### src/rtl/cfd_pkg.sv
package cfd_pkg;
    localparam int LVL_W    = 5;
    localparam int CFG_W    = 16;
    localparam int RXEN_BIT = 15;
    localparam int HI_LSB   = 8;
    localparam int TXEN_BIT = 7;
    localparam int LO_LSB   = 0;

    typedef enum logic [1:0] {
        ST_QUIET   = 2'd0,
        ST_TO_HOST = 2'd1,
        ST_TO_CARD = 2'd2
    } mode_e;

    typedef struct packed {
        logic             rx_en;
        logic [LVL_W-1:0] hi_mark;
        logic             tx_en;
        logic [LVL_W-1:0] lo_mark;
    } buf_cfg_t;
endpackage

### src/rtl/cfd_ring.sv
module cfd_ring #(
    parameter int W     = 16,
    parameter int LVL_W = 5
) (
    input  logic             clk,
    input  logic             rst_n,
    input  logic             push,
    input  logic [W-1:0]     push_data,
    input  logic             pop,
    output logic [W-1:0]     head,
    output logic [LVL_W:0]   level,
    output logic [LVL_W:0]   level_nxt
);
    localparam int DEPTH = 1 << LVL_W;
    localparam logic [LVL_W:0] FULL = (LVL_W+1)'(DEPTH);

    logic [W-1:0]     mem [DEPTH];
    logic [LVL_W-1:0] rd_pos, wr_pos;
    logic             push_ok, pop_ok;

    // push is judged against the level before the edge: a pop in the same
    // cycle does not make room for it
    assign push_ok = push && (level != FULL);
    assign pop_ok  = pop && (level != '0);
    assign head    = mem[rd_pos];

    always_comb begin
        level_nxt = level;
        if (push_ok && !pop_ok) level_nxt = level + 1'b1;
        if (pop_ok && !push_ok) level_nxt = level - 1'b1;
    end

    always_ff @(posedge clk) begin
        if (!rst_n) begin
            rd_pos <= '0;
            wr_pos <= '0;
            level  <= '0;
            for (int i = 0; i < DEPTH; i++) mem[i] <= '0;
        end else begin
            if (push_ok) begin
                mem[wr_pos] <= push_data;
                wr_pos      <= wr_pos + 1'b1;
            end
            if (pop_ok) rd_pos <= rd_pos + 1'b1;
            level <= level_nxt;
        end
    end
endmodule

### src/rtl/cfd_cfg_reg.sv
module cfd_cfg_reg
    import cfd_pkg::*;
(
    input  logic             clk,
    input  logic             rst_n,
    input  logic             wr,
    input  logic [CFG_W-1:0] wdata,
    output buf_cfg_t         cfg,
    output logic [CFG_W-1:0] rdata
);
    always_ff @(posedge clk) begin
        if (!rst_n) begin
            cfg.rx_en   <= 1'b0;
            cfg.hi_mark <= '1;
            cfg.tx_en   <= 1'b0;
            cfg.lo_mark <= '0;
        end else if (wr) begin
            cfg.rx_en   <= wdata[RXEN_BIT];
            cfg.hi_mark <= wdata[HI_LSB +: LVL_W];
            cfg.tx_en   <= wdata[TXEN_BIT];
            cfg.lo_mark <= wdata[LO_LSB +: LVL_W];
        end
    end

    always_comb begin
        rdata                   = '0;
        rdata[RXEN_BIT]         = cfg.rx_en;
        rdata[HI_LSB +: LVL_W]  = cfg.hi_mark;
        rdata[TXEN_BIT]         = cfg.tx_en;
        rdata[LO_LSB +: LVL_W]  = cfg.lo_mark;
    end
endmodule

### src/rtl/cfd_mode_fsm.sv
module cfd_mode_fsm
    import cfd_pkg::*;
(
    input  logic           clk,
    input  logic           rst_n,
    input  logic           xfer_active,
    input  logic           dir_to_host,
    input  logic [LVL_W:0] level,
    input  logic [LVL_W:0] level_nxt,
    input  buf_cfg_t       cfg,
    output logic           rx_req,
    output logic           tx_req,
    output logic           hi_flag,
    output logic           lo_flag
);
    mode_e state, state_nxt;
    logic  over_hi, under_lo;

    always_comb begin
        if (!xfer_active && level_nxt == '0) state_nxt = ST_QUIET;   // settle
        else if (dir_to_host)                state_nxt = ST_TO_HOST; // begin-to-host / turn-around
        else                                 state_nxt = ST_TO_CARD; // begin-to-card / turn-around
    end

    always_ff @(posedge clk) begin
        if (!rst_n) state <= ST_QUIET;
        else        state <= state_nxt;
    end

    assign over_hi  = level > {1'b0, cfg.hi_mark};
    assign under_lo = level < {1'b0, cfg.lo_mark};

    always_comb begin
        rx_req  = 1'b0;
        tx_req  = 1'b0;
        hi_flag = 1'b0;
        lo_flag = 1'b0;
        unique case (state)
            ST_QUIET: ;
            ST_TO_HOST: begin
                rx_req  = over_hi &&  cfg.rx_en;
                hi_flag = over_hi && !cfg.rx_en;
            end
            ST_TO_CARD: begin
                tx_req  = under_lo &&  cfg.tx_en;
                lo_flag = under_lo && !cfg.tx_en;
            end
            default: ;
        endcase
    end
endmodule

### src/rtl/cardfifo_dma_ctl.sv
module cardfifo_dma_ctl
    import cfd_pkg::*;
#(
    parameter int W = 16
) (
    input  logic             clk,
    input  logic             rst_n,
    input  logic             xfer_active,
    input  logic             dir_to_host,
    input  logic             host_wr,
    input  logic [W-1:0]     host_wdata,
    input  logic             host_rd,
    output logic [W-1:0]     host_rdata,
    input  logic             cfg_wr,
    input  logic [CFG_W-1:0] cfg_wdata,
    output logic [CFG_W-1:0] cfg_rdata,
    input  logic             card_push,
    input  logic [W-1:0]     card_wdata,
    input  logic             card_pop,
    output logic [W-1:0]     card_rdata,
    output logic             rx_dma_req,
    output logic             tx_dma_req,
    output logic             flag_af,
    output logic             flag_ae
);
    logic           push_req, pop_req;
    logic [W-1:0]   push_data, head;
    logic [LVL_W:0] level_q, level_nxt;
    buf_cfg_t       cfg;

    assign push_req  = dir_to_host ? card_push  : host_wr;
    assign push_data = dir_to_host ? card_wdata : host_wdata;
    assign pop_req   = dir_to_host ? host_rd    : card_pop;

    cfd_ring #(.W(W), .LVL_W(LVL_W)) u_ring (
        .clk(clk), .rst_n(rst_n),
        .push(push_req), .push_data(push_data), .pop(pop_req),
        .head(head), .level(level_q), .level_nxt(level_nxt)
    );

    cfd_cfg_reg u_cfg (
        .clk(clk), .rst_n(rst_n), .wr(cfg_wr), .wdata(cfg_wdata),
        .cfg(cfg), .rdata(cfg_rdata)
    );

    cfd_mode_fsm u_fsm (
        .clk(clk), .rst_n(rst_n),
        .xfer_active(xfer_active), .dir_to_host(dir_to_host),
        .level(level_q), .level_nxt(level_nxt), .cfg(cfg),
        .rx_req(rx_dma_req), .tx_req(tx_dma_req),
        .hi_flag(flag_af), .lo_flag(flag_ae)
    );

    assign host_rdata = head;
    assign card_rdata = head;
endmodule

### config.mk
export PLATFORM = sky130hd
export DESIGN_NAME = cardfifo_dma_ctl
export DESIGN_NICKNAME = d
export VERILOG_FILES = /design/src/rtl/cfd_pkg.sv /design/src/rtl/cfd_ring.sv /design/src/rtl/cfd_cfg_reg.sv /design/src/rtl/cfd_mode_fsm.sv /design/src/rtl/cardfifo_dma_ctl.sv
export SDC_FILE = /design/constraint.sdc
export NUM_CORES = 1
export LEC_CHECK = 0
export ABC_AREA = 0
export BUFFER_PORTS_ARGS = -buffer_cell sky130_fd_sc_hd__buf_2
export CORE_MARGIN = 8
export CORE_UTILIZATION = 50
export CTS_BUF_LIST = sky130_fd_sc_hd__clkbuf_8
export DETAILED_ROUTE_END_ITERATION = 10
export GPL_ROUTABILITY_DRIVEN = 0
export PLACE_DENSITY = 0.67
export SLEW_MARGIN = 30
export SYNTH_ARGS = -nofsm -noshare
export SYNTH_HDL_FRONTEND = slang
export SYNTH_SLANG_ARGS = --single-unit
### constraint.sdc
create_clock -name clk -period 4.9 [get_ports clk]
set_input_delay 0.245 -clock clk [delete_from_list [all_inputs] [get_ports clk]]
set_output_delay 0.245 -clock clk [all_outputs]
set_load 0.05 [all_outputs]
==> impl_metrics.ini <==
[run_status]
status = finished, final reports clean

[clock_tree]
cts-root-buf = clkbuf_8
cts_made_buffers = 88
cts_setup_buffers = 0
ctsResizeCount = 0
htree_levels = 3
path_clk_slew_ns = 0.06
cts_hold_buf = 15
cts_buffer_depth = 3
clk_latency_ns = 0.66
cts.sinks = 547
cts_tree = built

[setup_path]
critPathMaxFanout = 17
crit_slowest_cell = nand2_1
crit_family = simple AND/OR/NAND/NOR gates
crit_path_cell_trace = inv_1 -> ha_1 -> nor4b_2 -> a21oi_1 -> and3_1 -> nand2_1 -> nand2_1
start_kind = flip-flop
endpoint_kind = flip-flop
cp.arrival_ns = 4.38
slowest_delay_ns = 0.88
crit_path_frequent_cell = nand2_1
worstSetupPathType = flip-flop to flip-flop
cp_num_buf_inv = 1
crit_required_ns = 5.17

[placement]
io_buffer_count = 100
dp_hpwl_um = 37900

[pwr]
leakagePower_nw = 9.90
switching_share_pct = 30.5
power_mw = 12.2
p_comb_share_pct = 24.8
pwr-share-seq_pct = 45.4
p_int_mw = 8.47
p_switching_mw = 3.71
clock_power_share_pct = 29.8
p_per_area_nw_per_um2 = 445
peakVddDrop_v = 0.000335

[synthesis]
synth_top_cell_area_share_pct = 63.6
synth_seq_area_share_pct = 66.5
synthArstFlopShare_pct = 0
ys_warn_count = 0
synthFlopType = edfxtp_1
netlist_instances = 1650
synth_edf_count = 512
synth_top_area_cell = edfxtp_1
synth_seq_cells = 547
synth_area_um2 = 24200
synth.top_cells.by_count = nor2_1, edfxtp_1, mux4_2
yosysMostFrequentCell = nor2_1
synth.distinct_cells = 52
ys_top_cells_by_area = edfxtp_1, mux4_2, nor2_1, dfxtp_1, clkbuf_1
syn_avg_cell_area_um2 = 14.7

[timing]
fin_setup_tns_ns = 0
final_max_slew_viol_count = 0
period_needed_ns = 4.10
clock.fmax_ghz = 0.244
rsz0062_at_grt = no
slew_headroom_pct = 32.7
worst_pin_slew_ns = 1.01
hold_viol_final = 0
setup_viol_count_final = 0
final.setup_skew_ns = 0.0225
timing.final.crit_share_pct = 83.7

[global_routing]
grtUsageTotal_pct = 21.7
grt_overflow = 0
grt_pass1_wl_um = 91300
grt_max_degree = 50
antenna_found_initial = 0
grt_pass1_vias = 14836

[finish]
utilization_pct = 57.3
nNetsFinal = 1829
final_layout_size_suffix_gt1_share_pct = 26.3
area_delta_synth_final_pct = 13.2
num_antenna_cells = 0

[job]
max_cap_violations = 0

[worst_hold_path]
min_path_type = input pin to flip-flop

[floorplanning]
die_x_um = 236
dieHeight_um = 236
core-area_um2 = 47700
start_util_pct = 50.6
die-area_um2 = 55600
io_pins = 109
rows = 80

[routing]
drc = 0
vias_per_cell = 5.90
drt_iter0_drc = 1502
vias = 14356
routed_wl_um = 60100
first_pass_iters = 5
antenna_left = 0
wl_per_cell_um = 24.7
==> routing by layer <==
layer  part of all wire, %  GRT usage (%)
met5                     0              0
met4                   2.5           7.16
met3                   9.8           4.54
met2                    49           36.3
met1                    38           28.2
==> power by group through the flow <==
stage | registers (mW) | logic, mW | clock network (mW)
finish | 5.53 | 3.02 | 3.63
global route | 5.56 | 3.21 | 3.88
CTS | 5.54 | 3.05 | 3.68
detailed placement | 5.63 | 3.04 | 0
global placement | 5.62 | 2.95 | 0
floorplan | 5.50 | 2.38 | 0
==> through the flow <==
| stage | hold slack (ns) | std cells | setup slack [ns] | instance area, um2 |
|---|---|---|---|---|
| after CTS | 0.00998 | 2432 | 0.885 | 27300 |
| after global routing | 0.0102 | 2435 | 0.573 | 27400 |
| after global placement | 0.466 | 2246 | 1.03 | 25300 |
| after floorplan | 0.373 | 1653 | 0.648 | 24200 |
| after detailed placement | 0.468 | 2262 | 0.876 | 25600 |
| final | 0.0220 | 2435 | 0.798 | 27400 |
==> path summary, 6_finish.rpt <==
kind,from,end,slack (ns),cells after the start
hold / removal,host_wdata[6],u_ring.mem[17][6]$_SDFFCE_PN0P_,0.02,3
setup reg to reg,u_ring.level[1]$_SDFF_PN0_,u_ring.mem[28][11]$_SDFFCE_PN0P_,0.80,7
setup / recovery,u_ring.level[1]$_SDFF_PN0_,u_ring.mem[28][11]$_SDFFCE_PN0P_,0.80,7
hold reg to reg,u_cfg.cfg[10]$_SDFFE_PN1P_,u_cfg.cfg[10]$_SDFFE_PN1P_,0.53,2
==> cell families (layout without fill, tap and decap cells) <==
group,count (synthesis),in the layout,share of synthesized area [%]
DFF,547,547,66.5
other,1,4,0.0155
and+or+nand+nor,658,658,11.0
muxes,206,206,17.0
adders and majority gates,17,17,0.880
xor gates and xnor gates,10,10,0.362
buffers and inverters,179,346,3.36
AOI/OAI and AO/OA,32,32,0.926
==> flip-flops by register name, summed over array words and instances (netlist names), named ones only <==
signal and flops:
u_ring.level 6, u_ring.mem 512, u_ring.rd_pos 5, u_fsm.state 2
u_cfg.cfg 12, u_ring.wr_pos 5
==> area by class of cell <==
class / instances / area [um2]
Clock buffer: 92 / 1270
Clock inverter: 63 / 329
Fill cell: 3630 / 20400
Inverter: 17 / 63.8
Multi-Input combinational cell: 927 / 7500
Sequential cell: 547 / 16100
Tap cell: 615 / 769
Timing Repair Buffer: 174 / 1350
==> layout by cell type (no fill, tap or decap), types with 17 or more instances in the layout <==
| cell | Yosys | routed |
|---|---|---|
| mux2i_4 | 1 | 17 |
| clkbuf_8 | 2 | 92 |
| nor2_1 | 519 | 519 |
| buf_4 | 20 | 37 |
| mux2_2 | 17 | 17 |
| nand2_1 | 77 | 74 |
| ha_1 | 17 | 17 |
| clkinv_1 | 0 | 17 |
| edfxtp_1 | 512 | 512 |
| dfxtp_1 | 35 | 31 |
| mux4_2 | 160 | 160 |
| inv_1 | 17 | 45 |
| buf_2 | 4 | 100 |
==> tightest hold or removal path, cell delays in order <==
cell and delay, ns:
buf_2 0.10, mux2i_4 0.11, nor2_1 0.10
(Power assumes the default switching activity.)
